==> src/rtl/wseq_pkg.sv <==
package wseq_pkg;
  localparam int CSR_WR_W = 8;
  localparam int CSR_RD_W = 9;
  localparam int B_CLKX  = 4;
  localparam int B_TRGX  = 5;
  localparam int B_SWTRG = 6;
  localparam int B_DONE  = 7;

  typedef struct packed {
    logic trig_ext;
    logic clk_ext;
    logic irq_en;
    logic cont;
    logic arm;
    logic mem_en;
  } ctl_t;
endpackage

==> src/rtl/wseq_sync_edge.sv <==
module wseq_sync_edge #(
  parameter int STAGES = 2
) (
  input  logic clk_i,
  input  logic rst_ni,
  input  logic d_i,
  output logic rise_o
);
  logic [STAGES-1:0] sync_q;
  logic              prev_q;

  always_ff @(posedge clk_i or negedge rst_ni) begin
    if (!rst_ni) begin
      sync_q <= '0;
      prev_q <= 1'b0;
    end else begin
      sync_q <= {sync_q[STAGES-2:0], d_i};
      prev_q <= sync_q[STAGES-1];
    end
  end

  assign rise_o = sync_q[STAGES-1] & ~prev_q;
endmodule

==> src/rtl/wseq_tick.sv <==
module wseq_tick #(
  parameter int DIV_W = 16
) (
  input  logic             clk_i,
  input  logic             rst_ni,
  input  logic             run_i,
  input  logic             clk_ext_i,
  input  logic             ext_rise_i,
  input  logic [DIV_W-1:0] div_i,
  output logic             tick_o
);
  logic [DIV_W-1:0] dc_q;
  logic             wrap;

  assign wrap = (dc_q == div_i);

  always_ff @(posedge clk_i or negedge rst_ni) begin
    if (!rst_ni)      dc_q <= '0;
    else if (!run_i)  dc_q <= '0;
    else if (wrap)    dc_q <= '0;
    else              dc_q <= dc_q + 1'b1;
  end

  assign tick_o = run_i & (clk_ext_i ? ext_rise_i : wrap);
endmodule

==> src/rtl/wseq_ctrl.sv <==
module wseq_ctrl #(
  parameter int NUM_CH = 16,
  parameter int CNT_W  = 10,
  localparam int WORD_W = $clog2(NUM_CH)
) (
  input  logic              clk_i,
  input  logic              rst_ni,
  input  logic              armed_i,
  input  logic              cont_i,
  input  logic              trig_i,
  input  logic              tick_i,
  input  logic [CNT_W-1:0]  cnt_i,
  output logic              busy_o,
  output logic              wr_o,
  output logic [WORD_W-1:0] word_o,
  output logic              commit_o,
  output logic              done_set_o,
  output logic [CNT_W+WORD_W-1:0] mem_addr_o
);
  localparam logic [WORD_W-1:0] LAST_WORD = WORD_W'(NUM_CH - 1);

  logic              run_q, load_q, cmt_q;
  logic [CNT_W-1:0]  frame_q;
  logic [WORD_W-1:0] word_q;
  logic              last_frame, start;

  assign last_frame = (frame_q == cnt_i - 1'b1);
  assign start      = armed_i & ~run_q & trig_i & (cnt_i != '0);

  always_ff @(posedge clk_i or negedge rst_ni) begin
    if (!rst_ni) begin
      run_q   <= 1'b0;
      load_q  <= 1'b0;
      cmt_q   <= 1'b0;
      frame_q <= '0;
      word_q  <= '0;
    end else if (!armed_i) begin
      run_q  <= 1'b0;
      load_q <= 1'b0;
      cmt_q  <= 1'b0;
    end else if (start) begin
      run_q   <= 1'b1;
      load_q  <= 1'b0;
      cmt_q   <= 1'b0;
      frame_q <= '0;
      word_q  <= '0;
    end else if (run_q) begin
      if (cmt_q) begin
        cmt_q <= 1'b0;
        if (!last_frame)  frame_q <= frame_q + 1'b1;
        else if (cont_i)  frame_q <= '0;
        else              run_q   <= 1'b0;
      end else if (load_q) begin
        word_q <= word_q + 1'b1;
        if (word_q == LAST_WORD) begin
          load_q <= 1'b0;
          cmt_q  <= 1'b1;
        end
      end else if (tick_i) begin
        load_q <= 1'b1;
        word_q <= '0;
      end
    end
  end

  assign busy_o     = run_q;
  assign wr_o       = run_q & load_q;
  assign word_o     = word_q;
  assign commit_o   = run_q & cmt_q;
  assign done_set_o = commit_o & last_frame & ~cont_i;
  assign mem_addr_o = {frame_q, word_q};
endmodule

==> src/rtl/wseq_chregs.sv <==
module wseq_chregs #(
  parameter int NUM_CH = 16,
  parameter int DATA_W = 16,
  localparam int WORD_W = $clog2(NUM_CH)
) (
  input  logic                     clk_i,
  input  logic                     rst_ni,
  input  logic                     wr_i,
  input  logic [WORD_W-1:0]        word_i,
  input  logic [DATA_W-1:0]        data_i,
  input  logic                     commit_i,
  output logic [NUM_CH*DATA_W-1:0] chan_o,
  output logic                     upd_o
);
  for (genvar c = 0; c < NUM_CH; c++) begin : g_ch
    logic [DATA_W-1:0] shadow_q, out_q;

    always_ff @(posedge clk_i or negedge rst_ni) begin
      if (!rst_ni) begin
        shadow_q <= '0;
        out_q    <= '0;
      end else begin
        if (wr_i && word_i == WORD_W'(c)) shadow_q <= data_i;
        if (commit_i)                     out_q    <= shadow_q;
      end
    end

    assign chan_o[c*DATA_W +: DATA_W] = out_q;
  end

  always_ff @(posedge clk_i or negedge rst_ni) begin
    if (!rst_ni) upd_o <= 1'b0;
    else         upd_o <= commit_i;
  end
endmodule

==> src/rtl/wave_seq.sv <==
module wave_seq
  import wseq_pkg::*;
#(
  parameter int NUM_CH = 16,
  parameter int DATA_W = 16,
  parameter int CNT_W  = 10,
  parameter int DIV_W  = 16,
  localparam int WORD_W = $clog2(NUM_CH),
  localparam int ADDR_W = CNT_W + WORD_W
) (
  input  logic                     clk_i,
  input  logic                     rst_ni,
  input  logic                     csr_wr_i,
  input  logic [CSR_WR_W-1:0]      csr_wdata_i,
  output logic [CSR_RD_W-1:0]      csr_o,
  input  logic                     cnt_wr_i,
  input  logic [CNT_W-1:0]         cnt_wdata_i,
  input  logic                     div_wr_i,
  input  logic [DIV_W-1:0]         div_wdata_i,
  input  logic                     ext_trig_i,
  input  logic                     ext_clk_i,
  output logic [ADDR_W-1:0]        mem_addr_o,
  input  logic [DATA_W-1:0]        mem_rdata_i,
  output logic [NUM_CH*DATA_W-1:0] chan_o,
  output logic                     upd_o,
  output logic                     irq_o
);
  ctl_t              ctl_q;
  logic              done_q;
  logic [CNT_W-1:0]  cnt_q;
  logic [DIV_W-1:0]  div_q;
  logic              trig_rise, clk_rise, trig, tick;
  logic              busy, wr, commit, done_set;
  logic [WORD_W-1:0] word;

  always_ff @(posedge clk_i or negedge rst_ni) begin
    if (!rst_ni) begin
      ctl_q  <= '0;
      done_q <= 1'b0;
      cnt_q  <= '0;
      div_q  <= '0;
    end else begin
      if (csr_wr_i) ctl_q <= ctl_t'(csr_wdata_i[B_TRGX:0]);
      if (done_set)                             done_q <= 1'b1;
      else if (csr_wr_i && csr_wdata_i[B_DONE]) done_q <= 1'b0;
      if (cnt_wr_i) cnt_q <= cnt_wdata_i;
      if (div_wr_i) div_q <= div_wdata_i;
    end
  end

  wseq_sync_edge #(.STAGES(2)) u_trig_sync (
    .clk_i(clk_i), .rst_ni(rst_ni), .d_i(ext_trig_i), .rise_o(trig_rise)
  );
  wseq_sync_edge #(.STAGES(2)) u_clk_sync (
    .clk_i(clk_i), .rst_ni(rst_ni), .d_i(ext_clk_i), .rise_o(clk_rise)
  );

  assign trig = ctl_q.trig_ext ? trig_rise : (csr_wr_i & csr_wdata_i[B_SWTRG]);

  wseq_tick #(.DIV_W(DIV_W)) u_tick (
    .clk_i(clk_i), .rst_ni(rst_ni), .run_i(busy), .clk_ext_i(ctl_q.clk_ext),
    .ext_rise_i(clk_rise), .div_i(div_q), .tick_o(tick)
  );

  wseq_ctrl #(.NUM_CH(NUM_CH), .CNT_W(CNT_W)) u_ctrl (
    .clk_i(clk_i), .rst_ni(rst_ni), .armed_i(ctl_q.mem_en & ctl_q.arm),
    .cont_i(ctl_q.cont), .trig_i(trig), .tick_i(tick), .cnt_i(cnt_q),
    .busy_o(busy), .wr_o(wr), .word_o(word), .commit_o(commit),
    .done_set_o(done_set), .mem_addr_o(mem_addr_o)
  );

  wseq_chregs #(.NUM_CH(NUM_CH), .DATA_W(DATA_W)) u_chregs (
    .clk_i(clk_i), .rst_ni(rst_ni), .wr_i(wr), .word_i(word),
    .data_i(mem_rdata_i), .commit_i(commit), .chan_o(chan_o), .upd_o(upd_o)
  );

  assign csr_o = {busy, done_q, 1'b0, ctl_q};
  assign irq_o = done_q & ctl_q.irq_en;
endmodule

==> config.mk <==
export PLATFORM = sky130hd
export DESIGN_NAME = wave_seq
export DESIGN_NICKNAME = d
export VERILOG_FILES = /design/src/rtl/wseq_pkg.sv /design/src/rtl/wseq_sync_edge.sv /design/src/rtl/wseq_tick.sv /design/src/rtl/wseq_ctrl.sv /design/src/rtl/wseq_chregs.sv /design/src/rtl/wave_seq.sv
export SDC_FILE = /design/constraint.sdc
export NUM_CORES = 1
export LEC_CHECK = 0
export ABC_AREA = 1
export BUFFER_PORTS_ARGS = -buffer_cell sky130_fd_sc_hd__buf_2
export CORE_MARGIN = 1.5
export CORE_UTILIZATION = 40
export CTS_CLUSTER_DIAMETER = 60
export DETAILED_ROUTE_END_ITERATION = 12
export PLACE_DENSITY_LB_ADDON = 0.3
export SETUP_SLACK_MARGIN = 0.5
export SYNTH_ARGS = -nofsm -noshare
export SYNTH_HDL_FRONTEND = slang
export SYNTH_HIERARCHICAL = 1
export SYNTH_SLANG_ARGS = --single-unit
==> constraint.sdc <==
create_clock -name clk_i -period 5.06 [get_ports clk_i]
set_input_delay 0.253 -clock clk_i [delete_from_list [all_inputs] [get_ports clk_i]]
set_output_delay 0.253 -clock clk_i [all_outputs]
set_load 0.02 [all_outputs]
==> results.cfg <==
[run_status]
status = completed

[floorplanning]
rows = 89
start_util_pct = 40.67
die_h_um = 248.7
dieArea_mm2 = 0.06183
ioPinCount = 338
fp.coreArea_mm2 = 0.05935
die_w_um = 248.7

[global_route]
grt_pass1_wl_um = 106300
grt_usage_pct = 22.01
grt_use_met1_pct = 29.76
busiest_layer = met2
overflow = 0
met3_usage_pct = 3.549
antenna_found_initial = 2
grt_pass1_vias = 18080
grt_max_degree = 147
met2_usage_pct = 36.18

[sta]
maxSlewViolCount = 0
fin_crit_sh_pct = 65.02
worstMarginPinSlew_ns = 1.086
fmax_mhz = 303.9
tns_ns = 0
slew_headroom_pct = 27.60
rsz0062_at_grt = no
fin_worst_skew_ns = 0.01482
finalHoldViolCount = 0
setup_ws_ns = 1.770
post-route-min-period_ns = 3.290
setup_viol = 0

[logic_synthesis]
synth_edf_count = 0
synth_top_flop_cell = dfrtp_1
postSynthAreaPerCell_um2 = 10.03
synthesis.area_mm2 = 0.02414
synth_top_area_cell = dfrtp_1
netlist_instances = 2406
synth_most_common_cell = nand2_1
synth.net_count = 2467
yosys_warnings = 6
synth_cell_type_count = 39
async_flop_share_pct = 100.0
netlist_top_cells_area = dfrtp_1, nand2_1, mux2_2
ys_top_cells_by_count = nand2_1, dfrtp_1, mux2_2
synth-seq-cells = 585
synth_top_area_share_pct = 60.64
ys_seq_area_share_pct = 60.64

[clocking]
cts-resized-gates = 0
max-clock-path-buffers = 3
cts.sinks = 585
clk_pin_slew_ns = 0.06
tritoncts = built
cts-root-buf = clkbuf_16
htree_levels = 3
cts_made_buffers = 66
clk_latency_ns = 0.60

[finish]
nNetsFinal = 2784
synthToLayoutAreaGrowth_pct = 20.21
stdcell_area_mm2 = 0.02902
layout-drive-gt1-share_pct = 25.42
antenna_cells = 0

[setup_path]
worst_ep_required_time_ns = 5.59
crit_type = flip-flop to flip-flop
path_max_fanout = 61
cp_data_arrival_time_ns = 3.83
startpoint_type = flip-flop
end_kind = flip-flop

[route]
ant_nets = 0
drt-wirelength-per-cell_um = 18.97
dr.pass1.iters = 5
vias = 17950
viasPerCell = 5.062
drc = 0
drt_iter0_markers = 1726
wl_um = 67270

[power_and_ir_drop]
p_leak_uw = 0.01194
ir_drop_v = 0.0002212
power.density_mw_per_mm2 = 352.1

[worst_hold_path]
hold_path_class = input pin to flip-flop

[place]
portBuffers = 336
gp_congestion = 0.8653
place_ws_ns = 1.752
postPlaceCellArea_mm2 = 0.02626
hpwl_um = 42700

[flow_run]
maxCapViolations = 0
==> cells in the final DEF, fill, tap and decap left out, drive strengths merged, types with 17 or more instances in the layout <==
cell type    Yosys  final
dfrtp          585    585
nand3           51     51
a21oi           66     66
xor2            17     17
o21ai           42     42
o21bai          64     64
clkbuf          59     93
nand2          796    796
dlygate4sd3      0     48
mux2           192    192
inv            173    177
nand4          101    101
buf             88    348
nor2           146    146
==> critical path: stages, from the launching register on <==
cell and delay [ns]:
dfrtp_1 0.52, nand2_1 0.11, clkinv_2 0.65, nand3_2 0.86
nor2_2 0.84, nand2_1 0.13, nand2_1 0.10
==> state kept, by name, summed over array words and instances (netlist names), 2 cells and up <==
name	flops
u_chregs/g_ch.out_q	256
div_q	16
u_tick/dc_q	16
u_ctrl/frame_q	10
u_chregs/g_ch.shadow_q	256
u_ctrl/word_o	4
u_trig_sync/sync_q	2
u_clk_sync/sync_q	2
cnt_q	10
csr_o	6
==> final timing paths <==
path	from	slack, ns	to	depth (start not counted)
max in group asynchronous	rst_ni	3.50	u_chregs/g_ch[9].shadow_q[11]$_DFFE_PN0P_	3
min in group asynchronous	rst_ni	0.26	u_chregs/g_ch[1].out_q[3]$_DFFE_PN0P_	2
hold reg to reg	u_clk_sync/sync_q[0]$_DFF_PN0_	0.35	u_clk_sync/sync_q[1]$_DFF_PN0_	0
setup reg to reg	u_ctrl/busy_o$_DFF_PN0_	1.77	u_chregs/g_ch[4].shadow_q[6]$_DFFE_PN0P_	6
setup / recovery	u_ctrl/busy_o$_DFF_PN0_	1.77	u_chregs/g_ch[4].shadow_q[6]$_DFFE_PN0P_	6
hold / removal	cnt_wr_i	0.05	cnt_q[7]$_DFFE_PN0P_	3
==> metrics by stage <==
step	std cells	total power [µW]	util [%]	hold WS, ns
2_1_floorplan	2406	5072	-	-0.04259
3_5_place_dp	3380	5311	44.25	0.3356
4_1_cts	3546	10350	48.89	0.002982
6_report	3546	10220	48.89	0.05159
5_1_grt	3546	10590	48.89	0.05349
3_3_place_gp	3380	5299	44.25	0.3341
==> what timing repair did <==
item / CTS / global route
setup buffers: 0 / 0
endpoints found under the setup margin: 0 / 0
hold endpoints to repair: 118 / 0
hold buffers: 48 / 0
==> final cells by class <==
cell class | count | area [µm²]
fill | 5407 | 30340
clock inverter | 25 | 379.1
inverter | 173 | 658.1
timing repair buffer | 396 | 2312
tap | 773 | 967.2
sequential | 585 | 14640
multi-input combinational | 1501 | 8168
clock buffer | 93 | 1894
==> metal layers <==
metal / up-vias / routed length, µm
met2: 559 / 32260
met5: - / 0
met3: 94 / 3680
li1: 8329 / -
met1: 8967 / 29730
met4: 0 / 1599
==> power breakdown <==
group          total [µW]  switching (µW)  leakage [µW]  internal (µW)
combinational         468             333       0.00541            134
clock                4970            1970       0.00112           3000
sequential           4780            61.0       0.00542           4720
total               10200            2360        0.0119           7860
==> cells by family (layout without fill, tap and decap cells) <==
group,count (synthesis),count (layout),synth area share (%)
simple gates,1105,1105,19.26
mux,193,193,8.998
buf+inv,320,687,5.582
fa+ha+maj,4,4,0.2073
compound gates,177,177,4.535
other cells,1,1,0.01553
flops,585,585,60.64
xor+xnor,21,21,0.7619
(Power assumes the default switching activity.)
